File: config.mk
export PLATFORM = sky130hd
export DESIGN_NAME = evt_cnt_bank
export DESIGN_NICKNAME = d
export VERILOG_FILES = /design/src/rtl/evt_cnt_pkg.sv /design/src/rtl/evt_cnt_cell.sv /design/src/rtl/evt_cnt_snap.sv /design/src/rtl/evt_cnt_bank.sv
export SDC_FILE = /design/constraint.sdc
export NUM_CORES = 1
export LEC_CHECK = 0
export ABC_AREA = 1
export BUFFER_PORTS_ARGS = -buffer_cell sky130_fd_sc_hd__buf_2
export CORE_ASPECT_RATIO = 0.9
export CORE_MARGIN = 2
export CORE_UTILIZATION = 45
export CTS_BUF_LIST = sky130_fd_sc_hd__clkbuf_8 sky130_fd_sc_hd__clkbuf_16
export DETAILED_ROUTE_END_ITERATION = 6
export SLEW_MARGIN = 20
export SYNTH_ARGS = -nofsm -noshare
export SYNTH_HDL_FRONTEND = slang
export SYNTH_HIERARCHICAL = 1
export SYNTH_SLANG_ARGS = --single-unit
File: constraint.sdc
create_clock -name clk_i -period 5.6 [get_ports clk_i]
set_input_delay 1.4 -clock clk_i [delete_from_list [all_inputs] [get_ports clk_i]]
set_output_delay 1.4 -clock clk_i [all_outputs]
set_load 0.005 [all_outputs]
File: src/rtl/evt_cnt_pkg.sv
package evt_cnt_pkg;
  localparam int unsigned DATA_W = 8;
  localparam int unsigned CNT_W  = 2 * DATA_W;
  typedef logic [CNT_W-1:0]  cnt_t;
  typedef logic [DATA_W-1:0] byte_t;
endpackage

File: src/rtl/evt_cnt_cell.sv
module evt_cnt_cell
  import evt_cnt_pkg::*;
(
  input  logic clk_i,
  input  logic rst_ni,
  input  logic inc_i,
  input  logic clr_i,
  input  logic sat_i,
  output cnt_t cnt_o
);
  localparam cnt_t CNT_MAX = '1;

  cnt_t cnt_q;

  always_ff @(posedge clk_i or negedge rst_ni) begin
    if (!rst_ni) begin
      cnt_q <= '0;
    end else if (clr_i) begin
      // an event coinciding with the clear is kept
      cnt_q <= inc_i ? cnt_t'(1) : '0;
    end else if (inc_i) begin
      if (cnt_q != CNT_MAX) cnt_q <= cnt_q + cnt_t'(1);
      else if (!sat_i)      cnt_q <= '0;
    end
  end

  assign cnt_o = cnt_q;
endmodule

File: src/rtl/evt_cnt_snap.sv
module evt_cnt_snap
  import evt_cnt_pkg::*;
#(
  parameter int unsigned IDX_W = 3
) (
  input  logic             clk_i,
  input  logic             rst_ni,
  input  logic             rd_en_i,
  input  logic [IDX_W-1:0] rd_idx_i,
  input  logic             rd_hi_i,
  input  cnt_t             live_i,
  output logic             take_o,
  output cnt_t             hold_o,
  output logic             vld_o,
  output byte_t            rd_data_o
);
  cnt_t             hold_q;
  logic             vld_q;
  logic [IDX_W-1:0] idx_q;
  logic             hi_q;
  byte_t            data_q;

  // new snapshot unless this read completes the open pair
  assign take_o = rd_en_i && (!vld_q || (rd_idx_i != idx_q) || (rd_hi_i == hi_q));

  always_ff @(posedge clk_i or negedge rst_ni) begin
    if (!rst_ni) begin
      hold_q <= '0;
      vld_q  <= 1'b0;
      idx_q  <= '0;
      hi_q   <= 1'b0;
      data_q <= '0;
    end else if (take_o) begin
      hold_q <= live_i;
      vld_q  <= 1'b1;
      idx_q  <= rd_idx_i;
      hi_q   <= rd_hi_i;
      data_q <= rd_hi_i ? live_i[CNT_W-1:DATA_W] : live_i[DATA_W-1:0];
    end else if (rd_en_i) begin
      vld_q  <= 1'b0;
      data_q <= rd_hi_i ? hold_q[CNT_W-1:DATA_W] : hold_q[DATA_W-1:0];
    end
  end

  assign hold_o    = hold_q;
  assign vld_o     = vld_q;
  assign rd_data_o = data_q;
endmodule

File: src/rtl/evt_cnt_bank.sv
module evt_cnt_bank
  import evt_cnt_pkg::*;
#(
  parameter int unsigned N_PORTS = 8,
  parameter int unsigned IDX_W   = (N_PORTS > 1) ? $clog2(N_PORTS) : 1
) (
  input  logic               clk_i,
  input  logic               rst_ni,
  input  logic [N_PORTS-1:0] evt_i,
  input  logic [N_PORTS-1:0] evt_en_i,
  input  logic [N_PORTS-1:0] clr_on_rd_i,
  input  logic [N_PORTS-1:0] sat_en_i,
  input  logic               rd_en_i,
  input  logic [IDX_W-1:0]   rd_idx_i,
  input  logic               rd_hi_i,
  output logic [DATA_W-1:0]  rd_data_o
);
  cnt_t                   cnt_arr [N_PORTS];
  logic [N_PORTS*CNT_W-1:0] cnt_flat;
  logic [N_PORTS-1:0]     clr_vec;
  cnt_t                   live_w;
  cnt_t                   hold_w;
  logic                   take_w;
  logic                   snap_vld;

  for (genvar p = 0; p < N_PORTS; p++) begin : g_port
    assign clr_vec[p] = take_w && clr_on_rd_i[p] && (rd_idx_i == IDX_W'(p));

    evt_cnt_cell u_cell (
      .clk_i (clk_i),
      .rst_ni(rst_ni),
      .inc_i (evt_i[p] && evt_en_i[p]),
      .clr_i (clr_vec[p]),
      .sat_i (sat_en_i[p]),
      .cnt_o (cnt_arr[p])
    );

    assign cnt_flat[p*CNT_W +: CNT_W] = cnt_arr[p];
  end

  always_comb begin
    live_w = '0;
    for (int unsigned p = 0; p < N_PORTS; p++) begin
      if (rd_idx_i == IDX_W'(p)) live_w = cnt_arr[p];
    end
  end

  evt_cnt_snap #(.IDX_W(IDX_W)) u_snap (
    .clk_i    (clk_i),
    .rst_ni   (rst_ni),
    .rd_en_i  (rd_en_i),
    .rd_idx_i (rd_idx_i),
    .rd_hi_i  (rd_hi_i),
    .live_i   (live_w),
    .take_o   (take_w),
    .hold_o   (hold_w),
    .vld_o    (snap_vld),
    .rd_data_o(rd_data_o)
  );
endmodule

==> results.py <==
metrics = {
    "status": {
        "status": "finished clean",
    },
    "cells_and_area": {
        "fin_nets": 1519,
        "seqCellArea_sq_um": 3930,
        "final_cell_area_sq_um": 11700,
        "multiInputGateArea_sq_um": 6200,
        "instances_no_fill": 1788,
        "areaGrowthSynthToFinish_pct": 7.95,
        "final_common_cell": "nand2_1",
        "drive_gt1_share_pct": 18.3,
        "final_cell_mix": "nand2_1 (448), dfrtp_1 (157), nor2_1 (124), nand4_1 (104), inv_1 (94)",
        "fillCellCount": 2368,
    },
    "die": {
        "die_area_sq_um": 25400,
        "fp.dieW_um": 168,
        "start_util_pct": 46.2,
        "rows": 53,
        "core_sq_um": 23500,
        "die_y_um": 151,
        "ios": 47,
    },
    "route": {
        "drc_errors": 0,
        "first_pass_iters": 5,
        "drt_wl_total_um": 28500,
        "vias": 9457,
        "avgViaCountPerCell": 5.29,
        "wl_per_cell_um": 15.9,
        "drtIter0Drc": 880,
        "final_antenna_net_count": 0,
    },
    "setup_path": {
        "worstPathMaxFanout": 41,
        "path_common_cell": "nand2_1",
        "critPathKind": "in -> reg",
        "cpLargestDelayFamily": "simple AND/OR/NAND/NOR gates",
        "cp-start-kind": "input pin",
        "cp_slowest_stage_delay_ns": 0.49,
        "cp.required_ns": 5.89,
        "path_buf_inv": 3,
        "arrival_ns": 4.38,
        "reg2reg_to": "g_port[3].u_cell/cnt_o[4]$_DFFE_PN0P_",
        "end_kind": "flip-flop",
        "timing.rr.start": "u_snap/idx_q[0]$_DFFE_PN0P_",
        "crit_chain": "buf_2 > nand2_1 > nand3_1 > nor2_2 > nand2_4 > nand2_4 > inv_2 > nand2_1 > nor4_1 > inv_1 > nand2_1 > nand2_4 > nand2_1 > o21ai_0",
        "crit_start": "rd_hi_i",
        "rr_worst_depth": 12,
        "reg2reg_slack_ns": 2.49,
        "crit_slowest_cell": "nor4_1",
    },
    "yosys": {
        "syn_area_per_cell_sq_um": 7.53,
        "synthTopCellsByArea": "dfrtp_1 (36%), nand2_1 (15%), nand4_1 (6.0%)",
        "synth_seq_area_share_pct": 36.1,
        "syn-num-nets": 1490,
        "yosys.area.top_type": "dfrtp_1",
        "synth_top_area_share_pct": 36.1,
        "synth_edf_count": 0,
        "synth_cell_type_count": 31,
        "synth_ff_type": "dfrtp_1",
        "netlist_area_sq_um": 10900,
        "synthArstFlopShare_pct": 100,
        "syn-instance-count": 1443,
        "synth_seq_cells": 157,
        "yosys_warnings": 6,
    },
    "grt": {
        "grt_pass1_wl_um": 46600,
        "antenna_found_initial": 1,
        "grt_start_max_net_pins": 93,
        "grt_use_total_pct": 23.2,
        "grt_pass1_vias": 8656,
        "grt-ovfl-total": 0,
    },
    "hold_path": {
        "hold_depth": 2,
        "hold_start": "u_snap/rd_data_o[0]$_DFFE_PN0P_",
        "hold_end": "u_snap/rd_data_o[0]$_DFFE_PN0P_",
        "hold_path.class": "reg -> reg",
    },
    "clocking": {
        "cts_root_buffer": "clkbuf_16",
        "clock_latency_ns": 0.44,
        "path_clk_slew_ns": 0.07,
        "cts.sinks": 157,
        "cts_setup_buffers": 0,
        "cts_resized": 0,
        "cts_tree": "yes",
        "numCtsBuffers": 17,
        "htreeDepth": 4,
        "cts_max_path_buffers": 2,
        "hold_buffers": 0,
    },
    "sta": {
        "min_period_ns": 4.09,
        "tns_ns": 0,
        "timing.fmax_mhz": 244,
        "holdWs_ns": 0.474,
        "rsz0062_at_grt": "no",
        "hold_violations": 0,
        "setup_viol": 0,
        "finClkSkew_ns": 0.0150,
        "fin_ws_ns": 1.51,
        "fin_crit_sh_pct": 73.1,
        "relSlewSlack_pct": 29.3,
        "slew_violations": 0,
        "worst_slew_pin_slew_ns": 1.06,
    },
    "job": {
        "cap_violations": 0,
    },
    "placed_design": {
        "place_area_sq_um": 11100,
        "port_buffers": 46,
        "dp_cells": 1755,
        "dp_slack_ns": 1.16,
        "place_hpwl_um": 20800,
        "place.gp.congestion": 0.913,
    },
    "power": {
        "p_leak_nw": 5.04,
        "ir_drop_mv": 0.191,
        "pwr_density_cell_nw_per_um2": 262,
    },
}
## worst register-to-register path: cells and delay by family (launching register included)
| family | cells | cell delay [ns] |
|---|---|---|
| and+or+nand+nor | 8 | 1.53 |
| DFF | 1 | 0.39 |
| AOI/OAI and AO/OA | 2 | 0.32 |
| buffers and inverters | 2 | 0.74 |
## layer usage
| metal | GRT usage (%) | share of wire [%] |
|---|---|---|
| met1 | 36.0 | 52 |
| met4 | 5.91 | 1.5 |
| met2 | 33.6 | 41 |
| met3 | 3.40 | 5.3 |
| met5 | 0 | 0 |
## synth_stat cells, types with 7 or more instances
cell / instances
buf_6: 8
nor2_4: 24
a21oi_1: 7
nand2_2: 81
nand3b_1: 8
xor2_1: 64
o21ai_0: 83
or2_2: 9
nand3_2: 16
o21ai_1: 12
nand2_1: 448
nand3_1: 66
ha_1: 8
nand4_1: 104
o21ai_2: 24
xnor2_1: 24
nand2_4: 18
mux2i_1: 7
buf_12: 8
nor2_1: 124
nor2_2: 10
dfrtp_1: 157
clkbuf_1: 7
buf_2: 12
inv_1: 93
## logic make-up after synthesis
| logic type | share of synthesized area [%] |
|---|---|
| compound gates | 6.63 |
| xor+xnor | 7.09 |
| fa+ha+maj | 0.921 |
| buf+inv | 6.82 |
| flops | 36.1 |
| mux | 0.645 |
| simple gates | 41.8 |
## sequential cells by signal (all words and copies together), names as in the netlist
name	count
u_snap/hi_q	1
u_snap/hold_o	16
u_snap/vld_o	1
u_snap/rd_data_o	8
u_snap/idx_q	3
g_port.u_cell/cnt_o	128
## stage by stage
step	total power, mW	utilization (%)
floorplan	1.77	-
detailed placement	1.93	47.3
finish	3.08	49.9
global route	3.25	49.9
CTS	3.11	49.8
global placement	1.92	47.3
## final cells by class
type                       instances  area share [%]
clock inverter                    15            1.39
sequential                       157            33.5
tap                              302            3.22
antenna                            1          0.0213
inverter                          99            3.17
timing repair buffer              50            2.27
multi-input combinational       1147            52.8
clock buffer                      17            3.62
## worst max-delay path by stage
| stage | endpoint | slack, ns | cells after the start |
|---|---|---|---|
| after floorplan | g_port[2].u_cell/cnt_o[11]$_DFFE_PN0P_ | 2.60 | 16 |
| after global routing | g_port[3].u_cell/cnt_o[5]$_DFFE_PN0P_ | 1.31 | 14 |
| after detailed placement | g_port[3].u_cell/cnt_o[8]$_DFFE_PN0P_ | 1.16 | 14 |
| final | g_port[3].u_cell/cnt_o[4]$_DFFE_PN0P_ | 1.51 | 14 |
| after CTS | g_port[3].u_cell/cnt_o[8]$_DFFE_PN0P_ | 1.58 | 14 |
| after global placement | g_port[3].u_cell/cnt_o[13]$_DFFE_PN0P_ | 1.15 | 14 |
## where the power goes
group | switching [mW] | internal [mW]
combinational | 0.302 | 0.184
clock | 0.508 | 0.663
sequential | 0.172 | 1.25
total | 0.981 | 2.10
(Power assumes the default switching activity.)
